--- src/rtl/errins_pkg.sv ---
package errins_pkg;
  // Default number of request positions and the default implemented mask.
  localparam int unsigned ERRINS_DEF_NUM  = 8;
  localparam logic [7:0]  ERRINS_DEF_MASK = 8'h7F;

  // Number of reset-release synchroniser stages.
  localparam int unsigned ERRINS_SYNC_STAGES = 2;

  // Decoded action applied to one request cell in a cycle.
  typedef enum logic [1:0] {
    CELL_HOLD   = 2'b00,
    CELL_RETIRE = 2'b01,
    CELL_ARM    = 2'b10,
    CELL_REARM  = 2'b11
  } cell_act_e;

  function automatic cell_act_e cell_action(input logic arm, input logic fire);
    return cell_act_e'({arm, fire});
  endfunction
endpackage

--- src/rtl/errins_rst_sync.sv ---
module errins_rst_sync #(
  parameter int unsigned STAGES = errins_pkg::ERRINS_SYNC_STAGES
) (
  input  logic clk,
  input  logic rst_n,
  output logic rst_q_n
);
  logic [STAGES-1:0] sync_q;
  logic [STAGES-1:0] sync_d;

  always_comb begin
    sync_d = {sync_q[STAGES-2:0], 1'b1};
  end

  always_ff @(posedge clk or negedge rst_n) begin
    if (!rst_n) begin
      sync_q <= '0;
    end else begin
      sync_q <= sync_d;
    end
  end

  assign rst_q_n = sync_q[STAGES-1];
endmodule

--- src/rtl/errins_req_cell.sv ---
module errins_req_cell (
  input  logic clk,
  input  logic rst_n,
  input  logic arm_i,
  input  logic opp_i,
  input  logic valid_i,
  output logic pend_o,
  output logic fire_o
);
  import errins_pkg::*;

  logic      pend_q;
  logic      pend_d;
  logic      pend_en;
  logic      fire;
  cell_act_e act;

  // An insertion happens only on a legal slot while armed.
  assign fire = pend_q & opp_i & valid_i;
  assign act  = cell_action(arm_i, fire);

  always_comb begin
    pend_d  = pend_q;
    pend_en = 1'b0;
    unique case (act)
      CELL_HOLD:   begin pend_d = pend_q; pend_en = 1'b0; end
      CELL_RETIRE: begin pend_d = 1'b0;   pend_en = 1'b1; end
      CELL_ARM:    begin pend_d = 1'b1;   pend_en = 1'b1; end
      CELL_REARM:  begin pend_d = 1'b1;   pend_en = 1'b1; end
      default:     begin pend_d = pend_q; pend_en = 1'b0; end
    endcase
  end

  always_ff @(posedge clk or negedge rst_n) begin
    if (!rst_n) begin
      pend_q <= 1'b0;
    end else if (pend_en) begin
      pend_q <= pend_d;
    end
  end

  assign pend_o = pend_q;
  assign fire_o = fire;
endmodule

--- src/rtl/errins_ctrl.sv ---
module errins_ctrl #(
  parameter int unsigned          NUM_ERR   = errins_pkg::ERRINS_DEF_NUM,
  parameter logic [NUM_ERR-1:0]   IMPL_MASK = NUM_ERR'(errins_pkg::ERRINS_DEF_MASK)
) (
  input  logic               clk,
  input  logic               rst_n,
  input  logic               cpu_wr_en,
  input  logic [NUM_ERR-1:0] cpu_wr_data,
  output logic [NUM_ERR-1:0] cpu_rd_data,
  input  logic [NUM_ERR-1:0] err_opp,
  input  logic [NUM_ERR-1:0] err_valid,
  output logic [NUM_ERR-1:0] err_insert
);
  localparam int unsigned IMPL_CNT = $countones(IMPL_MASK);

  logic               rst_q_n;
  logic [NUM_ERR-1:0] arm_vec;
  logic [NUM_ERR-1:0] pend_vec;
  logic [NUM_ERR-1:0] fire_vec;

  errins_rst_sync #(
    .STAGES (errins_pkg::ERRINS_SYNC_STAGES)
  ) u_rst_sync (
    .clk     (clk),
    .rst_n   (rst_n),
    .rst_q_n (rst_q_n)
  );

  // A write only ever raises bits; zeros in the data are no-ops.
  always_comb begin
    arm_vec = cpu_wr_en ? (cpu_wr_data & IMPL_MASK) : '0;
  end

  for (genvar gi = 0; gi < NUM_ERR; gi++) begin : g_bit
    if (IMPL_MASK[gi]) begin : g_impl
      errins_req_cell u_cell (
        .clk     (clk),
        .rst_n   (rst_q_n),
        .arm_i   (arm_vec[gi]),
        .opp_i   (err_opp[gi]),
        .valid_i (err_valid[gi]),
        .pend_o  (pend_vec[gi]),
        .fire_o  (fire_vec[gi])
      );
    end else begin : g_rsvd
      logic unused_rsvd;
      assign unused_rsvd  = err_opp[gi] ^ err_valid[gi] ^ arm_vec[gi];
      assign pend_vec[gi] = 1'b0;
      assign fire_vec[gi] = 1'b0;
    end
  end

  if (IMPL_CNT == 0) begin : g_none
    logic unused_wr;
    assign unused_wr = cpu_wr_en;
  end

  assign cpu_rd_data = pend_vec;
  assign err_insert  = fire_vec;
endmodule

--- config.mk ---
export PLATFORM = sky130hd
export DESIGN_NAME = errins_ctrl
export DESIGN_NICKNAME = d
export VERILOG_FILES = /design/src/rtl/errins_pkg.sv /design/src/rtl/errins_rst_sync.sv /design/src/rtl/errins_req_cell.sv /design/src/rtl/errins_ctrl.sv
export SDC_FILE = /design/constraint.sdc
export NUM_CORES = 1
export LEC_CHECK = 0
export CAP_MARGIN = 20
export CORE_MARGIN = 4
export CORE_UTILIZATION = 29
export CTS_BUF_LIST = sky130_fd_sc_hd__clkbuf_8
export DETAILED_ROUTE_END_ITERATION = 10
export PLACE_DENSITY = 0.72
export SLEW_MARGIN = 20
export SYNTH_ARGS = -nofsm -noshare
export SYNTH_HDL_FRONTEND = slang
export SYNTH_SLANG_ARGS = --single-unit
--- constraint.sdc ---
create_clock -name clk -period 1 [get_ports clk]
set_clock_uncertainty 0.2 [all_clocks]
set_input_delay 0.15 -clock clk [delete_from_list [all_inputs] [get_ports clk]]
set_output_delay 0.15 -clock clk [all_outputs]
set_load 0.01 [all_outputs]
==> out/metrics.csv, run 1 <==
metric,value,unit
dr_total_vias,413,
clk_path_buf_depth,2,
drc,0,
rsz0062_at_grt,yes,
ir_drop,0.696,mV
worstPathCellList,and3_1 -> buf_2,
start_util,31.6,%
yosysSeqAreaShare,45.7,%
cpPeakStageDelay,0.39,ns
fin_crit,1.25,ns
drt_first_iter_violations,2,
die_height,49.2,µm
end_kind,output pin,
worst_slack,-0.249,ns
ys_seq_elements,9,
violations,"negative hold slack, negative setup slack",
cp.required,0.65,ns
synth_cells,48,
numCtsBuffers,3,
ys_types,6,
clk_pin_slew,0.04,ns
p_leak,0.444,nW
insertion_delay,0.23,ns
synthesis.area,493,µm²
dr.pass1.iters,2,
clockRootBuffer,clkbuf_8,
slowest_stage,dfrtp_1,
finalHoldWorstSlack,-0.0853,ns
antenna_found_initial,0,
crit_arrival,0.90,ns
hpwl,910,µm
ios,43,
synth.top_cell.area_share,45.7,%
fp-row-count,14,
grt_max_degree,8,
ys_warn_count,0,
hold_viol_final,7,
place_congestion,0.627,
die_w,49.2,µm
fin_crit_sh,125,%
setup_viol,16,
cp-start-kind,flip-flop,
postCtsHoldBufs,1,
hold_path.class,reg -> async,
viasPerCell,4.44,
clock-sinks,9,
status,finished with violations,
fin_tns_setup,-2.53,ns
final_net_count,105,
synthTopCellsByArea,"dfrtp_1, buf_4, a22o_2",
cts_max_level,1,
final_core_util,51.2,%
die_area,0.00242,mm²
path_max_fanout,3,
ant_nets,0,
reg2reg_depth,2,
totalWireLength,1130,µm
avgSynthCellArea,10.3,µm²
crit_cells,2,
criticalPathCategory,reg -> out,
core-area,0.00156,mm²
cap_violations,0,
syn_to_final_growth,61.9,%
cp_num_buf_inv,1,
grt_pass1_wl,1680,µm
fmaxAchievable,0.801,GHz
cpLargestDelayFamily,flip-flops,
grt_overflow_total,0,
fill_cells,161,
drive_above_1_share,33.8,%
diodes,0,
slew_violations,0,
powerDensity,1380,mW/mm²
portBuffers,37,
grt_util_all_layers,9.04,%
wl_per_cell,12.2,µm
yosysTopAreaCell,dfrtp_1,
cts_tree,done,
grt_pass1_vias,429,
[through the flow]
step	std cells	area, µm²	hold slack, ns	total power (W)	worst slack, ns
global route	93	798	-0.0651	0.00115	-0.284
CTS	93	776	-0.0776	0.00111	-0.257
global placement	87	774	-0.0774	0.000723	-0.650
detailed placement	87	774	-0.0760	0.000728	-0.675
finish	93	798	-0.0853	0.00110	-0.249
floorplan	49	497	-0.346	0.000586	0.00249
[logic make-up (layout without fill, tap and decap cells)]
| kind of cell | after synthesis | count (layout) | share of synthesized area [%] |
|---|---|---|---|
| buf+inv | 16 | 44 | 24.4 |
| other cells | 2 | 3 | 1.52 |
| simple gates | 14 | 14 | 14.2 |
| flops | 9 | 9 | 45.7 |
| compound gates | 7 | 7 | 14.2 |
[registers in the layout, summed over array words and instances (netlist names)]
register                    cells
g_bit.g_impl.u_cell.pend_o      7
u_rst_sync.sync_q               2
[cell usage after synthesis]
cell type and instances:
nand2_1 7, conb_1 2, buf_4 16, dfrtp_1 9
and3_1 7, a22o_2 7
[power breakdown]
group / switching, W / internal, W
logic: 0.0000939 / 0.000172
registers: 0.0000278 / 0.000402
clock network: 0.000136 / 0.000267
total: 0.000258 / 0.000841
[layout by cell type, fill, tap and decap left out]
cell,Yosys,layout
dlygate4sd3_1,0,1
clkdlybuf4s50_1,0,11
clkbuf_8,0,3
conb_1,2,3
a22o_4,0,2
dlymetal6s2s_1,0,3
inv_1,0,1
dlygate4sd2_1,0,9
a22o_2,7,5
buf_6,0,4
dfrtp_1,9,9
buf_2,0,12
nand2_1,7,7
and3_1,7,7
[final timing paths]
path,endpoint,startpoint,slack [ns]
worst max register to register,g_bit[1].g_impl.u_cell.pend_o,g_bit[1].g_impl.u_cell.pend_o,-0.02
worst min-delay path,g_bit[1].g_impl.u_cell.pend_o,u_rst_sync.sync_q[1],-0.09
worst min register to register,g_bit[1].g_impl.u_cell.pend_o,u_rst_sync.sync_q[1],-0.09
min in group clk,g_bit[3].g_impl.u_cell.pend_o,err_opp[3],0.05
max in group asynchronous,u_rst_sync.sync_q[0],rst_n,0.05
worst max-delay path,err_insert[2],g_bit[2].g_impl.u_cell.pend_o,-0.25
[what timing repair did]
item | CTS | global route
buffers inserted | 1 | 0
hold endpoints to repair | 9 | 7
gates resized for setup | 69 | 5
pin swaps | 4 | 1
setup endpoints to repair | 21 | 18
[area by class of cell]
| cell class | instances | area, µm² | share of cell area, % |
|---|---|---|---|
| flip-flops and latches | 9 | 225 | 28.2 |
| well taps | 16 | 20.0 | 2.51 |
| repair buffers | 40 | 342 | 42.8 |
| clock buffers | 3 | 41.3 | 5.17 |
| multi-input cells | 24 | 166 | 20.8 |
| clock inverters | 1 | 3.75 | 0.470 |
[per-layer routing]
metal / global-route usage [%] / vias to the layer above / part of all wire [%]
met5: 0 / - / 0
met2: 16.7 / 23 / 52
met1: 8.08 / 187 / 38
li1: - / 203 / -
met4: 5.69 / 0 / 0
met3: 3.36 / 0 / 9.6
(Power assumes the default switching activity.)
==> run 2: changes to the inputs <==
--- a/config.mk
+++ b/config.mk
@@ -10,6 +10,7 @@
 export CORE_UTILIZATION = 29
 export CTS_BUF_LIST = sky130_fd_sc_hd__clkbuf_8
 export DETAILED_ROUTE_END_ITERATION = 10
+export GPL_TIMING_DRIVEN = 0
 export PLACE_DENSITY = 0.72
 export SLEW_MARGIN = 20
 export SYNTH_ARGS = -nofsm -noshare
==> out/metrics.csv, run 2 (synthesis gave the netlist of run 1 again) <==
metric,value,unit
ff2ff_setup_slack,-0.15,ns
status,finished with violations,
numCtsBuffers,3,
dpl_worst_slack,-0.762,ns
ir_drop,0.839,mV
finalHoldWorstSlack,-0.0886,ns
largest_reg_flops,7,
core-area,0.00156,mm²
drt_first_iter_violations,6,
cpLargestDelayFamily,flip-flops,
drive_above_1_share,51.6,%
final_common_cell,buf_6,
dr.pass1.iters,4,
powerDensity,1220,mW/mm²
grt_util_all_layers,11.7,%
cpPeakStageDelay,0.39,ns
clk_path_buf_depth,2,
syn_to_final_growth,127,%
hold_viol_final,7,
fin_crit,1.30,ns
clock-sinks,9,
grt_max_degree,8,
cp-start-kind,flip-flop,
hpwl,969,µm
die_w,49.2,µm
cp_num_buf_inv,3,
ios,43,
totalWireLength,1370,µm
clk_pin_slew,0.04,ns
path_max_fanout,2,
end_kind,output pin,
diodes,0,
viasPerCell,4.50,
drc,0,
cts_max_level,1,
worstPathCellList,buf_6 -> buf_6 -> buf_6,
place_congestion,0.623,
rsz0062_at_grt,yes,
fin_crit_sh,130,%
final_net_count,123,
fp-row-count,14,
multi_input_area,221,µm²
cp.required,0.65,ns
dp_cells,102,
crit_arrival,0.95,ns
cap_violations,0,
power,0.00136,W
fmaxAchievable,0.766,GHz
start_util,31.6,%
hold_path.class,reg -> async,
worst_slack,-0.305,ns
setup_viol,20,
critPathMostFrequentCell,buf_6,
slew_violations,0,
grt_pass1_vias,537,
seq_area,225,µm²
fill_cells,130,
portBuffers,37,
grt_pass1_wl,2170,µm
fin_cells,111,
fin_tns_setup,-4.28,ns
mostFrequentLayoutCells,"buf_6, dlygate4sd2_1, dfrtp_1, clkdlybuf4s50_1, nand2_1",
violations,"negative hold slack, negative setup slack",
slowest_stage,dfrtp_1,
die_height,49.2,µm
criticalPathCategory,reg -> out,
clockRootBuffer,clkbuf_8,
ant_nets,0,
p_leak,0.581,nW
wl_per_cell,12.3,µm
dr_total_vias,500,
postCtsHoldBufs,1,
die_area,0.00242,mm²
grt_overflow_total,0,
cts_tree,done,
insertion_delay,0.23,ns
antenna_found_initial,0,
run 2: cell types whose count changed in the layout (fill, tap and decap cells not counted), sizes merged:
cell,change
buf,+18
clkdlybuf4s50,-2
dlygate4sd2,+1
dlymetal6s2s,+1
run 2: power breakdown:
part	internal, W	total, W	leakage (nW)	switching (W)
logic	0.000374	0.000522	0.452	0.000148
registers	0.000402	0.000435	0.103	0.0000328
clock network	0.000267	0.000405	0.0269	0.000138
run 2: final timing paths:
kind,from,endpoint,cells after the start
setup / recovery,g_bit[4].g_impl.u_cell.pend_o,cpu_rd_data[4],3
hold / removal,u_rst_sync.sync_q[1],g_bit[4].g_impl.u_cell.pend_o,0
setup reg to reg,g_bit[2].g_impl.u_cell.pend_o,g_bit[2].g_impl.u_cell.pend_o,3
hold reg to reg,u_rst_sync.sync_q[1],g_bit[4].g_impl.u_cell.pend_o,0
max in group asynchronous,rst_n,u_rst_sync.sync_q[0],2
min in group clk,err_opp[2],g_bit[2].g_impl.u_cell.pend_o,3
run 2: final cells by class:
class                   instances  share of cell area, %
repair buffers                 49                   46.0
well taps                      16                   1.79
plain buffers                   9                   8.37
clock buffers                   3                   3.68
flip-flops and latches          9                   20.1
clock inverters                 1                  0.335
multi-input cells              24                   19.8
run 2: per-stage QoR:
| step | instance area [µm²] | util, % |
|---|---|---|
| floorplan | 497 | - |
| global placement | 887 | 56.9 |
| detailed placement | 887 | 56.9 |
| CTS | 1040 | 66.5 |
| global route | 1120 | 71.9 |
| finish | 1120 | 71.9 |
run 2: repair_timing:
item	4_1_cts	5_1_grt
setup endpoints to repair	21	20
buffers inserted	7	6
gates resized for setup	99	14
hold endpoints to repair	9	7
pin swaps	7	5
run 2: routing by layer:
layer | GRT usage, % | share of wire (%) | wire [µm]
met5 | 0 | 0 | 0
met4 | 5.69 | 1.0 | 14
met3 | 5.20 | 11 | 151
met2 | 22.1 | 53 | 721
met1 | 10.3 | 35 | 478
==> run 3: changes to the inputs <==
--- a/config.mk
+++ b/config.mk
@@ -5,7 +5,6 @@
 export SDC_FILE = /design/constraint.sdc
 export NUM_CORES = 1
 export LEC_CHECK = 0
-export CAP_MARGIN = 20
 export CORE_MARGIN = 4
 export CORE_UTILIZATION = 29
 export CTS_BUF_LIST = sky130_fd_sc_hd__clkbuf_8
==> results of run 3 <==
The final DEF is identical to that of run 2; final timing and power are the same.
